### config.mk
export PLATFORM = sky130hd
export DESIGN_NAME = mc_macrocell
export DESIGN_NICKNAME = d
export VERILOG_FILES = /design/src/rtl/mc_pkg.sv /design/src/rtl/mc_clk_select.sv /design/src/rtl/mc_storage.sv /design/src/rtl/mc_out_cell.sv /design/src/rtl/mc_in_capture.sv /design/src/rtl/mc_macrocell.sv
export SDC_FILE = /design/constraint.sdc
export NUM_CORES = 1
export LEC_CHECK = 0
export ABC_AREA = 1
export BUFFER_PORTS_ARGS = -buffer_cell sky130_fd_sc_hd__buf_2
export CORE_MARGIN = 3
export CORE_UTILIZATION = 25
export DETAILED_ROUTE_END_ITERATION = 7
export HOLD_SLACK_MARGIN = 0.05
export PLACE_DENSITY = 0.56
export REMOVE_ABC_BUFFERS = 1
export SYNTH_ARGS = -nofsm -noshare
export SYNTH_HDL_FRONTEND = slang
export SYNTH_HIERARCHICAL = 1
export SYNTH_SLANG_ARGS = --single-unit
### constraint.sdc
create_clock -name clk -period 1.4 [get_ports clk]
set_input_delay 0.28 -clock clk [delete_from_list [all_inputs] [get_ports clk]]
set_output_delay 0.28 -clock clk [all_outputs]
set_load 0.05 [all_outputs]
### src/rtl/mc_pkg.sv
package mc_pkg;
  typedef enum logic [1:0] {
    MODE_COMB  = 2'b00,
    MODE_REG   = 2'b01,
    MODE_LATCH = 2'b10,
    MODE_SPARE = 2'b11
  } mc_mode_e;

  typedef enum logic [1:0] {
    OE_OFF = 2'b00,
    OE_ON  = 2'b01,
    OE_PT0 = 2'b10,
    OE_PT1 = 2'b11
  } mc_oe_e;
endpackage

### src/rtl/mc_clk_select.sv
module mc_clk_select #(
  parameter int NCLK         = 4,
  parameter int PWRUP_CYCLES = 16,
  localparam int SEL_W = (NCLK > 1) ? $clog2(NCLK) : 1,
  localparam int CNT_W = $clog2(PWRUP_CYCLES + 1)
) (
  input  logic             clk,
  input  logic             rst_n,
  input  logic [NCLK-1:0]  blk_clk,
  input  logic [SEL_W-1:0] sel,
  input  logic             in_clk,
  output logic             cap_edge,
  output logic             gate_lvl,
  output logic             in_edge
);
  logic [NCLK-1:0]  prev_q;
  logic [NCLK-1:0]  rise;
  logic             in_prev_q;
  logic [CNT_W-1:0] wait_cnt;
  logic             ready;

  for (genvar g = 0; g < NCLK; g++) begin : g_rise
    assign rise[g] = blk_clk[g] & ~prev_q[g];
  end

  assign ready    = (wait_cnt == CNT_W'(PWRUP_CYCLES));
  assign cap_edge = ready & rise[sel];
  assign gate_lvl = blk_clk[sel];
  assign in_edge  = ready & in_clk & ~in_prev_q;

  always_ff @(posedge clk or negedge rst_n) begin
    if (!rst_n) begin
      prev_q    <= '0;
      in_prev_q <= 1'b0;
      wait_cnt  <= '0;
    end else begin
      prev_q    <= blk_clk;
      in_prev_q <= in_clk;
      if (!ready) wait_cnt <= wait_cnt + CNT_W'(1);
    end
  end

  a_r11_ready_sticky: assert property (@(posedge clk) disable iff (!rst_n)
    ready |=> ready);
  a_r11_no_early_capture: assert property (@(posedge clk) disable iff (!rst_n)
    (wait_cnt < CNT_W'(PWRUP_CYCLES)) |-> (!cap_edge && !in_edge));
endmodule

### src/rtl/mc_storage.sv
module mc_storage
  import mc_pkg::*;
(
  input  logic     clk,
  input  logic     rst_n,
  input  mc_mode_e mode,
  input  logic     ttype,
  input  logic     sum_in,
  input  logic     cap_edge,
  input  logic     gate_lvl,
  input  logic     ar,
  input  logic     ap,
  input  logic     pl_en,
  input  logic     pl_val,
  output logic     val_o
);
  logic q;
  logic lat_val;
  logic nxt;

  assign lat_val = gate_lvl ? sum_in : q;

  always_comb begin
    nxt = q;
    case (mode)
      MODE_REG:   if (cap_edge) nxt = ttype ? (q ^ sum_in) : sum_in;
      MODE_LATCH: nxt = lat_val;
      default:    nxt = q;
    endcase
    if (ar)         nxt = 1'b0;
    else if (ap)    nxt = 1'b1;
    if (pl_en)      nxt = pl_val;
  end

  always_comb begin
    case (mode)
      MODE_REG:   val_o = q;
      MODE_LATCH: val_o = lat_val;
      default:    val_o = sum_in;
    endcase
  end

  always_ff @(posedge clk or negedge rst_n) begin
    if (!rst_n) q <= 1'b0;
    else        q <= nxt;
  end

  a_r9_preload_wins: assert property (@(posedge clk) disable iff (!rst_n)
    pl_en |=> (q == $past(pl_val)));
  a_r8_reset_wins: assert property (@(posedge clk) disable iff (!rst_n)
    (!pl_en && ar) |=> !q);
  a_r8_preset_sets: assert property (@(posedge clk) disable iff (!rst_n)
    (!pl_en && !ar && ap) |=> q);
  a_r4_toggle: assert property (@(posedge clk) disable iff (!rst_n)
    (!pl_en && !ar && !ap && mode == MODE_REG && ttype && cap_edge)
      |=> (q == ($past(q) ^ $past(sum_in))));
  a_r3_hold_no_edge: assert property (@(posedge clk) disable iff (!rst_n)
    (!pl_en && !ar && !ap && mode == MODE_REG && !cap_edge) |=> $stable(q));
  a_r6_latch_closed: assert property (@(posedge clk) disable iff (!rst_n)
    (!pl_en && !ar && !ap && mode == MODE_LATCH && !gate_lvl) |=> $stable(q));
endmodule

### src/rtl/mc_out_cell.sv
module mc_out_cell
  import mc_pkg::*;
#(
  parameter int NOE = 2
) (
  input  logic           val,
  input  logic           invert,
  input  mc_oe_e         oe_sel,
  input  logic [NOE-1:0] oe_pt,
  output logic           pin_out,
  output logic           pin_oe
);
  assign pin_out = val ^ invert;

  always_comb begin
    case (oe_sel)
      OE_OFF:  pin_oe = 1'b0;
      OE_ON:   pin_oe = 1'b1;
      OE_PT0:  pin_oe = oe_pt[0];
      default: pin_oe = oe_pt[NOE-1];
    endcase
  end

  always_comb begin
    a_r7_polarity: assert (pin_out !== val || !invert || $isunknown(val));
  end
endmodule

### src/rtl/mc_in_capture.sv
module mc_in_capture (
  input  logic clk,
  input  logic rst_n,
  input  logic pin_in,
  input  logic in_edge,
  input  logic in_gate,
  input  logic latch_mode,
  output logic pin_fb
);
  logic in_q;
  logic lat_val;

  assign lat_val = in_gate ? pin_in : in_q;
  assign pin_fb  = latch_mode ? lat_val : in_q;

  always_ff @(posedge clk or negedge rst_n) begin
    if (!rst_n)          in_q <= 1'b0;
    else if (latch_mode) in_q <= lat_val;
    else if (in_edge)    in_q <= pin_in;
  end

  a_r12_reg_hold: assert property (@(posedge clk) disable iff (!rst_n)
    (!latch_mode && !in_edge) |=> $stable(in_q));
  a_r12_reg_load: assert property (@(posedge clk) disable iff (!rst_n)
    (!latch_mode && in_edge) |=> (in_q == $past(pin_in)));
endmodule

### src/rtl/mc_macrocell.sv
module mc_macrocell
  import mc_pkg::*;
#(
  parameter int NCLK         = 4,
  parameter int PWRUP_CYCLES = 16,
  localparam int SEL_W = (NCLK > 1) ? $clog2(NCLK) : 1,
  localparam int NOE   = 2
) (
  input  logic             clk,
  input  logic             rst_n,
  input  logic             sum_in,
  input  logic [NCLK-1:0]  blk_clk,
  input  logic             ar_pt,
  input  logic             ap_pt,
  input  logic [NOE-1:0]   oe_pt,
  input  logic             preload_en,
  input  logic             preload_val,
  input  logic [1:0]       cfg_mode,
  input  logic             cfg_ttype,
  input  logic             cfg_invert,
  input  logic [SEL_W-1:0] cfg_clk_sel,
  input  logic [1:0]       cfg_oe_sel,
  input  logic             cfg_in_latch,
  input  logic             in_clk,
  input  logic             pin_in,
  output logic             pin_out,
  output logic             pin_oe,
  output logic             fb_out,
  output logic             pin_fb
);
  logic cap_edge;
  logic gate_lvl;
  logic in_edge;
  logic cell_val;

  mc_clk_select #(.NCLK(NCLK), .PWRUP_CYCLES(PWRUP_CYCLES)) u_clk (
    .clk(clk), .rst_n(rst_n), .blk_clk(blk_clk), .sel(cfg_clk_sel),
    .in_clk(in_clk), .cap_edge(cap_edge), .gate_lvl(gate_lvl), .in_edge(in_edge)
  );

  mc_storage u_store (
    .clk(clk), .rst_n(rst_n), .mode(mc_mode_e'(cfg_mode)), .ttype(cfg_ttype),
    .sum_in(sum_in), .cap_edge(cap_edge), .gate_lvl(gate_lvl),
    .ar(ar_pt), .ap(ap_pt), .pl_en(preload_en), .pl_val(preload_val),
    .val_o(cell_val)
  );

  mc_out_cell #(.NOE(NOE)) u_out (
    .val(cell_val), .invert(cfg_invert), .oe_sel(mc_oe_e'(cfg_oe_sel)),
    .oe_pt(oe_pt), .pin_out(pin_out), .pin_oe(pin_oe)
  );

  mc_in_capture u_in (
    .clk(clk), .rst_n(rst_n), .pin_in(pin_in), .in_edge(in_edge),
    .in_gate(in_clk), .latch_mode(cfg_in_latch), .pin_fb(pin_fb)
  );

  assign fb_out = cell_val;

  a_r2_comb_follows: assert property (@(posedge clk) disable iff (!rst_n)
    (cfg_mode == 2'b00 || cfg_mode == 2'b11) |-> (fb_out == sum_in));
  a_r5_edge_from_selected: assert property (@(posedge clk) disable iff (!rst_n)
    cap_edge |-> blk_clk[cfg_clk_sel]);
endmodule

# Word-level counts from Yosys, hierarchy flattened
# Index checks and enable logic that the tools add are counted.
[word_totals]
reg_bits = 12
inputBits = 24
out_inout_bits = 4
elab_cells = 48
[op_classes]
addsub = 1
magnitude_cmp = 1
eq_ne = 6
n_mux = 17
bitwise_logic = 14
reduce_logical = 4
[ops]
columns = ["op", "n"]
rows = [
  ["two-way mux 1 bit", 12],
  ["bitwise AND 1 bit", 7],
  ["adder 5 x 1 -> 5 bit (second input constant)", 1],
  ["== test 5 bit (second input constant)", 1],
  ["inequality test 5 bit (second input constant)", 1],
  ["inverter 1 bit", 5],
  ["nonzero test 5 bit", 1],
  ["binary-select mux 1 bit (select 2 bit)", 2],
  ["== test 2 x 1 -> 1 bit (second input constant)", 2],
  ["== test 2 bit (second input constant)", 2],
  ["one-hot mux 1 bit (2 select lines)", 2],
  ["less-than comparator 2 x 3 -> 1 bit (second input constant)", 1],
  ["one-hot mux 1 bit (3 select lines)", 1],
  ["logical NOT 2 bit", 1],
  ["AND reduction 2 bit", 1],
  ["nonzero test 2 bit", 1],
  ["bitwise XOR 1 bit", 2],
]

# Logic depth before layout (Yosys ltp)
# Gate-level depths: netlist (run 1).
[depth]
depth_word = 10
ltp_mapped = 11
mapped_depth_nobuf = 11

# Hierarchy
# Netlist (run 1), hierarchy kept.
[modules_own_cells]
columns = ["module", "n_inst", "cells_per_inst", "area_each_um2", "seq_area_each_um2"]
rows = [
  ["mc_clk_select", 1, 49, 451.7, 250.2],
  ["mc_storage", 1, 29, 191.4, 25.0],
  ["mc_in_capture", 1, 13, 82.6, 25.0],
  ["mc_out_cell", 1, 8, 36.3, 0.0],
]

# Worst setup path after synthesis (run 1)
# OpenSTA, ideal clock, no wires.
[synth_timing]
path_kind = "input port to output port"
from = "in blk_clk[3]"
to = "out pin_out"
arrival_time_ps = 2483
t_required_ps = 1120
slack_ps = -1363
path_stages = 8
n_path_buf = 0
cell_sequence = "nand2_1 a21boi_0 o21ai_0 inv_1 nand2_1 nand3_2 a22oi_1 xor2_1"
[synth_via]
elab_chain_cells = 5
[synth_rtl]
columns = ["item", "line_no", "source"]
rows = [
  ["from (decl)", "mc_macrocell.sv:12", "input logic [NCLK-1:0] blk_clk,"],
  ["binary-select mux 1 bit (select 2 bit)", "mc_clk_select.sv:28", "assign gate_lvl = blk_clk[sel];"],
  ["two-way mux 1 bit (not written as such)", "mc_clk_select.sv:28", ""],
  ["net gate_lvl", "mc_macrocell.sv:32", "logic gate_lvl;"],
  ["two-way mux 1 bit", "mc_storage.sv:21", "assign lat_val = gate_lvl ? sum_in : q;"],
  ["one-hot mux 1 bit (2 select lines)", "mc_storage.sv:36", "case (mode)"],
  ["net fb_out", "mc_macrocell.sv:28", "output logic fb_out,"],
  ["bitwise XOR 1 bit", "mc_out_cell.sv:13", "assign pin_out = val ^ invert;"],
  ["to (decl)", "mc_macrocell.sv:26", "output logic pin_out,"],
]
# The timed path passes the listed nets, and every way through them passes these cells. The select of a mux whose other input is x is not followed.

# Worst setup path in the final report (run 1)
[layout_timing]
from = "in cfg_clk_sel[0]"
to = "out pin_out"
[layout_via]
elab_chain_cells = 5
[layout_rtl]
columns = ["item", "line_no", "source"]
rows = [
  ["from (decl)", "mc_macrocell.sv:21", "input logic [SEL_W-1:0] cfg_clk_sel,"],
  ["binary-select mux 1 bit (select 2 bit)", "mc_clk_select.sv:28", ""],
  ["two-way mux 1 bit (not written as such)", "mc_clk_select.sv:28", ""],
  ["net gate_lvl", "mc_macrocell.sv:32", ""],
  ["two-way mux 1 bit", "mc_storage.sv:21", ""],
  ["one-hot mux 1 bit (2 select lines)", "mc_storage.sv:36", ""],
  ["bitwise XOR 1 bit", "mc_out_cell.sv:13", ""],
]
# The timed path passes the listed nets, and every way through them passes these cells. The select of a mux whose other input is x is not followed.

==> impl_metrics.json, run 1 <==
{
  "setup.worst_path.start_class": "input pin",
  "synthDistinctLibCells": 20,
  "first_global_vias": 765,
  "synth_sequential_area_ratio": 0.394,
  "min_period_over_period": 1.25,
  "p_per_cell_area_nw_per_um2": 770,
  "synthCells": 99,
  "fin_skew_ns": 0.00508,
  "synth.yosys.warnings": 6,
  "layout-drive-gt1-share": 0.490,
  "post-route-util": 0.428,
  "crit_required_ns": 1.12,
  "synth_seq_cells": 12,
  "run_status": "finished, violations left",
  "power.combinational.fraction": 0.312,
  "setup_viol_count_final": 2,
  "min_delay_path_depth": 1,
  "die_h_um": 61.2,
  "cts_buffers": 3,
  "share_clk_of_total_power": 0.292,
  "relSlewSlack": 0.821,
  "hold_ws_ns": 0.148,
  "type_of_the_setup_path_with_the_least_slack": "input pin to output pin",
  "sequential_cell_area_um2": 300,
  "avgRoutedWirePerCell_um": 9.89,
  "ys_top_cells_by_area": "sky130_fd_sc_hd__dfrtp_1 39%, sky130_fd_sc_hd__nand2_1 11%, sky130_fd_sc_hd__inv_1 10%",
  "syn_area_um2": 762,
  "critPathCaptureType": "output pin",
  "violated_checks": "negative setup slack",
  "power_switching_uw": 285,
  "synth.largest_area_cell": "sky130_fd_sc_hd__dfrtp_1",
  "num_rows": 19,
  "holdCritPathClass": "input pin to flop",
  "detailedPlacementHpwl_mm": 1.35,
  "rr_worst_depth": 10,
  "clock-sinks": 12,
  "port_buffers": 27,
  "drtPass1Iterations": 4,
  "min_period_ns": 1.75,
  "max-clock-path-buffers": 2,
  "share_seq_of_total_power": 0.396,
  "cts_root_buf": "sky130_fd_sc_hd__clkbuf_4",
  "layoutNonFillerInstCount": 180,
  "grt_antenna_before_repair": 0,
  "max_clock_freq_ghz": 0.571,
  "synth_largest_type_area_fraction": 0.394,
  "cts_tree": "done",
  "routed-via-count": 787,
  "multi_input_comb_area_um2": 432,
  "grt_max_degree": 13,
  "place_inst": 171,
  "fill_cell_total_of_the_finished_layout": 274,
  "gr-total-overflow": 0,
  "cellLeakagePower_nw": 0.672,
  "routed_via_density": 4.37,
  "synth_area_per_cell_um2": 7.70,
  "slew_of_the_pin_with_the_lowest_slew_margin_ns": 0.269,
  "worstPathArrival_ns": 1.47,
  "drtIter0Drc": 23,
  "fp.dieArea_um2": 3750,
  "swShare": 0.305,
  "insertion_delay_ns": 0.27,
  "maximum_fanout_encountered_on_the_critical_timing_path": 4,
  "gp_congestion": 0.777,
  "worst_case_setup_slack_after_placement_ns": -0.582,
  "route.detailed.drc": 0,
  "cts-htree-levels": 1,
  "cts_clock_pin_slew_for_the_worst_setup_and_hold_paths_ns": 0.07,
  "final_hold_viol_count": 0,
  "boundaryPins": 28,
  "fin_ws_ns": -0.350,
  "core_footprint_um2": 2830,
  "chipWidth_um": 61.2,
  "drv_slew": 0,
  "report.power.total_uw": 933,
  "first_pass_grt_wire_length_mm": 3.12,
  "num-nets-final": 178,
  "ir_worst_vdd_mv": 0.296,
  "start_util": 0.269,
  "area.growth.synth_to_final_pct": 58.9,
  "globalRouteTotalUtil": 0.109,
  "setup_repair_after_global_routing_missed_its_margin": "true",
  "finalWirelength_mm": 1.78,
  "antenna_left": 0,
  "cap_viol_max_count": 0,
  "internal_power_uw": 648,
  "n_antenna_cell": 0
}
## power groups by stage
| stage | Sequential (mW) | Combinational [mW] | Clock, mW |
|---|---|---|---|
| floorplan | 0.373 | 0.138 | 0 |
| detailed placement | 0.374 | 0.239 | 0 |
| global route | 0.371 | 0.320 | 0.306 |
| global placement | 0.374 | 0.234 | 0 |
| CTS | 0.368 | 0.282 | 0.289 |
| finish | 0.369 | 0.291 | 0.273 |
## placed cells by master, fill, tap and decap left out
master | Yosys | final
sky130_fd_sc_hd__nand3_4 | 0 | 1
sky130_fd_sc_hd__nor2_4 | 1 | 2
sky130_fd_sc_hd__inv_1 | 21 | 17
sky130_fd_sc_hd__nor2_1 | 5 | 4
sky130_fd_sc_hd__inv_4 | 0 | 1
sky130_fd_sc_hd__buf_2 | 0 | 22
sky130_fd_sc_hd__inv_2 | 1 | 4
sky130_fd_sc_hd__buf_4 | 0 | 18
sky130_fd_sc_hd__a21oi_2 | 1 | 1
sky130_fd_sc_hd__dlygate4sd3_1 | 0 | 1
sky130_fd_sc_hd__xnor2_1 | 2 | 2
sky130_fd_sc_hd__nand2_1 | 22 | 20
sky130_fd_sc_hd__buf_6 | 0 | 3
sky130_fd_sc_hd__nor3_1 | 3 | 3
sky130_fd_sc_hd__o21ai_2 | 0 | 3
sky130_fd_sc_hd__ha_4 | 0 | 1
sky130_fd_sc_hd__nand2_2 | 3 | 5
sky130_fd_sc_hd__ha_1 | 4 | 3
sky130_fd_sc_hd__nand3_2 | 4 | 3
sky130_fd_sc_hd__a22oi_2 | 0 | 1
sky130_fd_sc_hd__a21oi_1 | 2 | 2
sky130_fd_sc_hd__clkbuf_8 | 0 | 1
sky130_fd_sc_hd__o21a_1 | 1 | 1
sky130_fd_sc_hd__dfrtp_1 | 12 | 12
sky130_fd_sc_hd__nand3_1 | 7 | 7
sky130_fd_sc_hd__clkbuf_4 | 0 | 3
sky130_fd_sc_hd__a21boi_2 | 0 | 1
sky130_fd_sc_hd__xor2_1 | 2 | 2
sky130_fd_sc_hd__nor2_2 | 1 | 1
sky130_fd_sc_hd__buf_8 | 0 | 2
sky130_fd_sc_hd__o21ai_0 | 5 | 2
## path summary, 6_finish.rpt
kind	start	to	slack [ns]
min	blk_clk[1]	u_clk/prev_q[1]	0.15
max reg2reg	u_clk/wait_cnt[1]	u_store/q	0.05
max	cfg_clk_sel[0]	pin_out	-0.35
max in group asynchronous	rst_n	u_clk/prev_q[0]	0.77
min in group asynchronous	rst_n	u_in/in_q	0.41
min reg2reg	u_clk/wait_cnt[3]	u_clk/wait_cnt[3]	0.53
## cell type report
type / count / area share
Clock buffer: 4 / 0.0300
Inverter: 22 / 0.0702
Timing Repair Buffer: 46 / 0.263
Tap cell: 31 / 0.0320
Multi-Input combinational cell: 65 / 0.356
Sequential cell: 12 / 0.248
## stage by stage
step / setup TNS [ns] / instance area, µm²
floorplan: -2.26 / 762
global placement: -0.924 / 1040
detailed placement: -1.13 / 1040
CTS: -0.615 / 1150
global route: -0.923 / 1210
finish: -0.602 / 1210
## cells by family (layout without fill, tap and decap cells)
logic type | Yosys count | count (layout) | synth area share
buffers and inverters | 22 | 72 | 0.108
AND/OR/NAND/NOR | 46 | 46 | 0.299
flip-flops | 12 | 12 | 0.394
XOR/XNOR | 4 | 4 | 0.0460
AO/OA/AOI/OAI | 11 | 11 | 0.0870
adder cells (fa/ha/maj) | 4 | 4 | 0.0657
## metal layers
| metal | GRT usage | up-vias | part of all wire |
|---|---|---|---|
| li1 | - | 407 | - |
| met2 | 0.189 | 16 | 0.51 |
| met3 | 0.0189 | 2 | 0.042 |
| met1 | 0.129 | 362 | 0.44 |
| met4 | 0.0557 | 0 | 0.0067 |
| met5 | 0 | - | 0 |
## Yosys cell counts (all sizes together)
master and n:
o21ai 5, nand2 25, xnor2 2, inv 22, xor2 2, nor2 7, nor3 3, a21oi 3
a22oi 1, dfrtp 12, ha 4, o21a 1, a21boi 1, nand3 11
## state kept, by name, indices dropped and copies added (netlist names)
| signal | flops |
|---|---|
| u_store/q | 1 |
| u_in/in_q | 1 |
| u_clk/wait_cnt | 5 |
| u_clk/prev_q | 4 |
| u_clk/in_prev_q | 1 |
## worst max-delay path, cell delays in order
cell	delay, ns
sky130_fd_sc_hd__buf_8	0.09
sky130_fd_sc_hd__nand2_2	0.04
sky130_fd_sc_hd__a21boi_2	0.15
sky130_fd_sc_hd__o21ai_2	0.14
sky130_fd_sc_hd__inv_1	0.05
sky130_fd_sc_hd__nand2_1	0.07
sky130_fd_sc_hd__nand3_2	0.08
sky130_fd_sc_hd__a22oi_2	0.18
sky130_fd_sc_hd__xor2_1	0.17
sky130_fd_sc_hd__buf_4	0.22
## what timing repair did
| item | in CTS | in global routing |
|---|---|---|
| buffers inserted | 2 | 2 |
| setup endpoints to repair | 4 | 5 |
| hold buffers | 1 | 0 |
| pin swaps | 5 | 11 |
| endpoints found under the hold margin | 12 | 0 |
| gates resized for setup | 19 | 13 |
| cloned | 0 | 0 |
No activity file was read; power rests on OpenSTA's default activity.
==> run 2: changes to the inputs <==
- PLACE_DENSITY: 0.56 -> 0.54
- clock period: 1.4 -> 1.65 ns (I/O delays scaled with it)
==> impl_metrics.json, run 2 (synthesis gave the netlist of run 1 again) <==
{
  "cts_tree": "done",
  "num_rows": 19,
  "hold_ws_ns": 0.184,
  "route.detailed.drc": 0,
  "maximum_fanout_encountered_on_the_critical_timing_path": 4,
  "drtPass1Iterations": 2,
  "gr-usage-met1": 0.108,
  "final_common_cell": "sky130_fd_sc_hd__buf_2",
  "internal_power_uw": 533,
  "worst-path-buf-inv": 3,
  "critPathMaxStageDelay_ns": 0.21,
  "chipWidth_um": 61.2,
  "cp_slowest_cell": "sky130_fd_sc_hd__buf_4",
  "holdCritPathClass": "input pin to flop",
  "gp_congestion": 0.788,
  "area.growth.synth_to_final_pct": 47.3,
  "core_footprint_um2": 2830,
  "routed_via_density": 4.33,
  "worstPathArrival_ns": 1.46,
  "min_period_over_period": 1.09,
  "gr-max-usage-layer": "met2",
  "fin_ws_ns": -0.141,
  "type_of_the_setup_path_with_the_least_slack": "input pin to output pin",
  "timing.critical_path.cells": "buf_8 -> nand2_2 -> a21boi_2 -> o21ai_2 -> inv_1 -> nand2_1 -> nand3_2 -> a22oi_2 -> xor2_1 -> buf_4",
  "fill_cell_total_of_the_finished_layout": 282,
  "cellLeakagePower_nw": 0.634,
  "mostFrequentLayoutCells": "24 x sky130_fd_sc_hd__buf_2, 20 x sky130_fd_sc_hd__inv_1, 20 x sky130_fd_sc_hd__nand2_1, 13 x sky130_fd_sc_hd__buf_4, 12 x sky130_fd_sc_hd__dfrtp_1",
  "slew_of_the_pin_with_the_lowest_slew_margin_ns": 0.255,
  "swShare": 0.303,
  "cts_root_buf": "sky130_fd_sc_hd__clkbuf_4",
  "grt_antenna_before_repair": 0,
  "num-nets-final": 173,
  "detailedPlacementHpwl_mm": 1.28,
  "power_switching_uw": 232,
  "cap_viol_max_count": 0,
  "critical-path-top-delay-family": "compound AO/OA/AOI/OAI gates",
  "largest_register_ff_count": 5,
  "insertion_delay_ns": 0.27,
  "max_clock_freq_ghz": 0.558,
  "layout-drive-gt1-share": 0.424,
  "gr-total-overflow": 0,
  "cts_buffers": 3,
  "violated_checks": "negative setup slack",
  "fin_skew_ns": 0.00237,
  "layout_top_registers": "u_clk/wait_cnt x5, u_clk/prev_q x4",
  "groute.layer.met2.usage": 0.163,
  "boundaryPins": 28,
  "sequential_cell_area_um2": 300,
  "fp.dieArea_um2": 3750,
  "cts_clock_pin_slew_for_the_worst_setup_and_hold_paths_ns": 0.07,
  "critPathCaptureType": "output pin",
  "multi_input_comb_area_um2": 397,
  "max-clock-path-buffers": 2,
  "routed-via-count": 757,
  "drv_slew": 0,
  "run_status": "finished, violations left",
  "power.combinational.fraction": 0.290,
  "min_period_ns": 1.79,
  "crit_required_ns": 1.32,
  "relSlewSlack": 0.830,
  "first_global_vias": 690,
  "n_antenna_cell": 0,
  "start_util": 0.269,
  "port_buffers": 27,
  "share_clk_of_total_power": 0.302,
  "cts-htree-levels": 1,
  "globalRouteTotalUtil": 0.0949,
  "final_hold_viol_count": 0,
  "grt_max_degree": 13,
  "post-route-util": 0.397,
  "first_pass_grt_wire_length_mm": 2.62,
  "clock-sinks": 12,
  "setup_repair_after_global_routing_missed_its_margin": "true",
  "p_per_cell_area_nw_per_um2": 682,
  "avgRoutedWirePerCell_um": 9.31,
  "finalWirelength_mm": 1.63,
  "drtIter0Drc": 16,
  "antenna_left": 0,
  "ir_worst_vdd_mv": 0.224,
  "share_seq_of_total_power": 0.408,
  "timing.setup.tns_ns": -0.205,
  "grt.met3_usage": 0.0126,
  "largest_register": "u_clk/wait_cnt",
  "setup.worst_path.start_class": "input pin",
  "setup_viol_count_final": 2,
  "report.power.total_uw": 765,
  "die_h_um": 61.2
}
-- run 2: changes by cell type in the layout (fill, tap and decap cells not counted), moves of 2 or more --
cell	delta
sky130_fd_sc_hd__inv_1	+3
sky130_fd_sc_hd__o21ai_0	+2
sky130_fd_sc_hd__buf_2	+2
sky130_fd_sc_hd__buf_4	-5
sky130_fd_sc_hd__inv_2	-3
sky130_fd_sc_hd__o21ai_2	-2
-- run 2: per-stage QoR --
stage	cell area (µm²)	std cells	setup slack [ns]
global placement	988	164	-0.346
finish	1120	175	-0.141
floorplan	762	99	-1.21
global route	1120	175	-0.237
CTS	1110	175	-0.177
detailed placement	988	164	-0.384
-- run 2: worst paths after layout --
check	from	end	slack (ns)	cells after the start
worst max-delay path	cfg_clk_sel[0]	pin_out	-0.14	10
worst min-delay path	blk_clk[1]	u_clk/prev_q[1]	0.18	1
worst max register to register	u_store/q	u_store/q	0.03	12
worst min register to register	u_clk/wait_cnt[4]	u_clk/wait_cnt[4]	0.50	1
max in group asynchronous	rst_n	u_clk/prev_q[0]	0.99	2
min in group asynchronous	rst_n	u_clk/wait_cnt[0]	0.45	2
-- run 2: repair_timing --
action / CTS / global route
endpoints found under the hold margin: 12 / 0
setup buffers: 6 / 2
setup endpoints to repair: 2 / 3
hold buffers: 1 / 0
gates resized for setup: 10 / 5
pin swaps: 4 / 2
-- run 2: final cells by class --
class                           count  area share
Sequential cell                    12       0.268
Tap cell                           31      0.0346
Inverter                           22      0.0758
Timing Repair Buffer               41       0.236
Clock buffer                        4      0.0323
Multi-Input combinational cell     65       0.353
-- run 2: layer usage --
metal / vias up / routed length [µm]
li1: 398 / -
met1: 340 / 697
met2: 14 / 832
met3: 5 / 57
met4: 0 / 42
met5: - / 0
-- run 2: power by group through the flow --
stage / sequential [mW] / combinational, mW / clock, mW
3_5_place_dp: 0.318 / 0.192 / 0
2_1_floorplan: 0.316 / 0.117 / 0
4_1_cts: 0.312 / 0.220 / 0.238
6_report: 0.312 / 0.222 / 0.231
3_3_place_gp: 0.318 / 0.189 / 0
5_1_grt: 0.314 / 0.243 / 0.250
==> run 3: changes to the inputs <==
- CTS_BUF_LIST: not set -> sky130_fd_sc_hd__clkbuf_8
==> impl_metrics.json, run 3 (synthesis gave the netlist of run 1 again) <==
{
  "fin_skew_ns": 0.00160,
  "die_h_um": 61.2,
  "r2r-start": "u_store/q",
  "cts-htree-levels": 1,
  "holdCritPathClass": "input pin to flop",
  "first_global_vias": 667,
  "drtPass1Iterations": 4,
  "drtIter0Drc": 11,
  "cap_viol_max_count": 0,
  "setup_repair_after_global_routing_missed_its_margin": "true",
  "boundaryPins": 28,
  "globalRouteTotalUtil": 0.0971,
  "cts_tree": "done",
  "avgRoutedWirePerCell_um": 9.48,
  "crit_required_ns": 1.32,
  "port_buffers": 27,
  "n_antenna_cell": 0,
  "critPathCaptureType": "output pin",
  "cts_root_buf": "sky130_fd_sc_hd__clkbuf_8",
  "cts_clock_pin_slew_for_the_worst_setup_and_hold_paths_ns": 0.05,
  "cts_buffers": 3,
  "maximum_fanout_encountered_on_the_critical_timing_path": 4,
  "route.detailed.drc": 0,
  "worst_setup_path_startpoint": "cfg_clk_sel[0]",
  "gp_congestion": 0.788,
  "core_footprint_um2": 2830,
  "insertion_delay_ns": 0.24,
  "start_util": 0.269,
  "grt_max_degree": 13,
  "type_of_the_setup_path_with_the_least_slack": "input pin to output pin",
  "clock-sinks": 12,
  "layout-drive-gt1-share": 0.420,
  "fill_cell_total_of_the_finished_layout": 272,
  "detailedPlacementHpwl_mm": 1.28,
  "run_status": "finished, violations left",
  "antenna_left": 0,
  "routed_via_density": 4.26,
  "area.growth.synth_to_final_pct": 51.2,
  "worstPathArrival_ns": 1.48,
  "largest_register": "u_clk/wait_cnt",
  "relSlewSlack": 0.829,
  "p_per_cell_area_nw_per_um2": 750,
  "drv_slew": 0,
  "num_rows": 19,
  "grt_antenna_before_repair": 0,
  "largest_register_ff_count": 5,
  "first_pass_grt_wire_length_mm": 2.59,
  "hold_ws_ns": 0.213,
  "max_clock_freq_ghz": 0.551,
  "place_inst": 164,
  "final_common_cell": "sky130_fd_sc_hd__buf_2",
  "chipWidth_um": 61.2,
  "layout_top_registers": "u_clk/wait_cnt x5, u_clk/prev_q x4",
  "hold_start": "blk_clk[1]",
  "min_period_over_period": 1.10,
  "layoutNonFillerInstCount": 174,
  "fp.dieArea_um2": 3750,
  "violated_checks": "negative setup slack",
  "slew_of_the_pin_with_the_lowest_slew_margin_ns": 0.257,
  "gr-total-overflow": 0,
  "fin_ws_ns": -0.165,
  "routed-via-count": 741,
  "min_period_ns": 1.81,
  "ir_worst_vdd_mv": 0.257,
  "finalWirelength_mm": 1.65,
  "cellLeakagePower_nw": 0.645,
  "setup.worst_path.start_class": "input pin",
  "setup_viol_count_final": 2,
  "max-clock-path-buffers": 2,
  "mostFrequentLayoutCells": "24 x sky130_fd_sc_hd__buf_2, 20 x sky130_fd_sc_hd__inv_1, 20 x sky130_fd_sc_hd__nand2_1, 12 x sky130_fd_sc_hd__dfrtp_1",
  "worst_case_setup_slack_after_placement_ns": -0.384,
  "num-nets-final": 172,
  "final_hold_viol_count": 0
}
run 3: cell count changes in the layout (fill, tap and decap cells not counted):
cell	delta
sky130_fd_sc_hd__clkbuf_8	+3
sky130_fd_sc_hd__buf_6	+5
sky130_fd_sc_hd__clkbuf_4	-3
sky130_fd_sc_hd__buf_4	-6
run 3: worst max-delay path, stage by stage:
cell and delay [ns]:
sky130_fd_sc_hd__buf_8 0.09, sky130_fd_sc_hd__nand2_2 0.04, sky130_fd_sc_hd__a21boi_2 0.14, sky130_fd_sc_hd__o21ai_2 0.13, sky130_fd_sc_hd__inv_1 0.05, sky130_fd_sc_hd__nand2_1 0.07, sky130_fd_sc_hd__nand3_2 0.08, sky130_fd_sc_hd__a22oi_2 0.17
sky130_fd_sc_hd__xor2_1 0.16, sky130_fd_sc_hd__buf_4 0.21
run 3: what timing repair did:
action,in CTS,in global routing
setup endpoints to repair,2,3
resized for setup,10,10
pin swaps,4,5
endpoints found under the hold margin,12,0
hold buffers,1,0
setup buffers,6,0
run 3: per-stage QoR:
step	power [mW]	util	instance area (µm²)	TNS (ns)
3_3_place_gp	0.507	0.349	988	-0.574
6_report	0.864	0.407	1150	-0.254
5_1_grt	0.912	0.407	1150	-0.579
2_1_floorplan	0.433	-	762	-1.76
4_1_cts	0.865	0.398	1120	-0.422
3_5_place_dp	0.511	0.349	988	-0.642
run 3: per-layer routing:
metal  global-route usage  up-vias  wire, µm  part of all wire
li1                     -      393         -                 -
met2                0.156       14       831              0.50
met5                    0        -         0                 0
met4               0.0836        0        55             0.033
met3               0.0189        5        61             0.037
met1                0.110      329       701              0.42
run 3: final timing paths:
check                                         end  slack (ns)  cells past startpoint
worst max-delay path                      pin_out       -0.16                     10
worst max register to register          u_store/q        0.11                     12
max in group asynchronous         u_clk/prev_q[1]        0.96                      2
worst min-delay path              u_clk/prev_q[1]        0.21                      1
min in group asynchronous       u_clk/wait_cnt[0]        0.49                      2
worst min register to register  u_clk/wait_cnt[4]        0.49                      1
run 3: cell type report:
type	instances	area, µm²	area share
clock buffer	4	55.1	0.0478
inverter	22	85.1	0.0738
multi-input combinational	65	397	0.344
sequential	12	300	0.261
tap	31	38.8	0.0337
timing repair buffer	40	277	0.240
run 3: power breakdown:
part / switching, mW / internal (mW) / total (mW)
Combinational: 0.129 / 0.0984 / 0.228
Clock: 0.112 / 0.211 / 0.323
Sequential: 0.00675 / 0.306 / 0.313
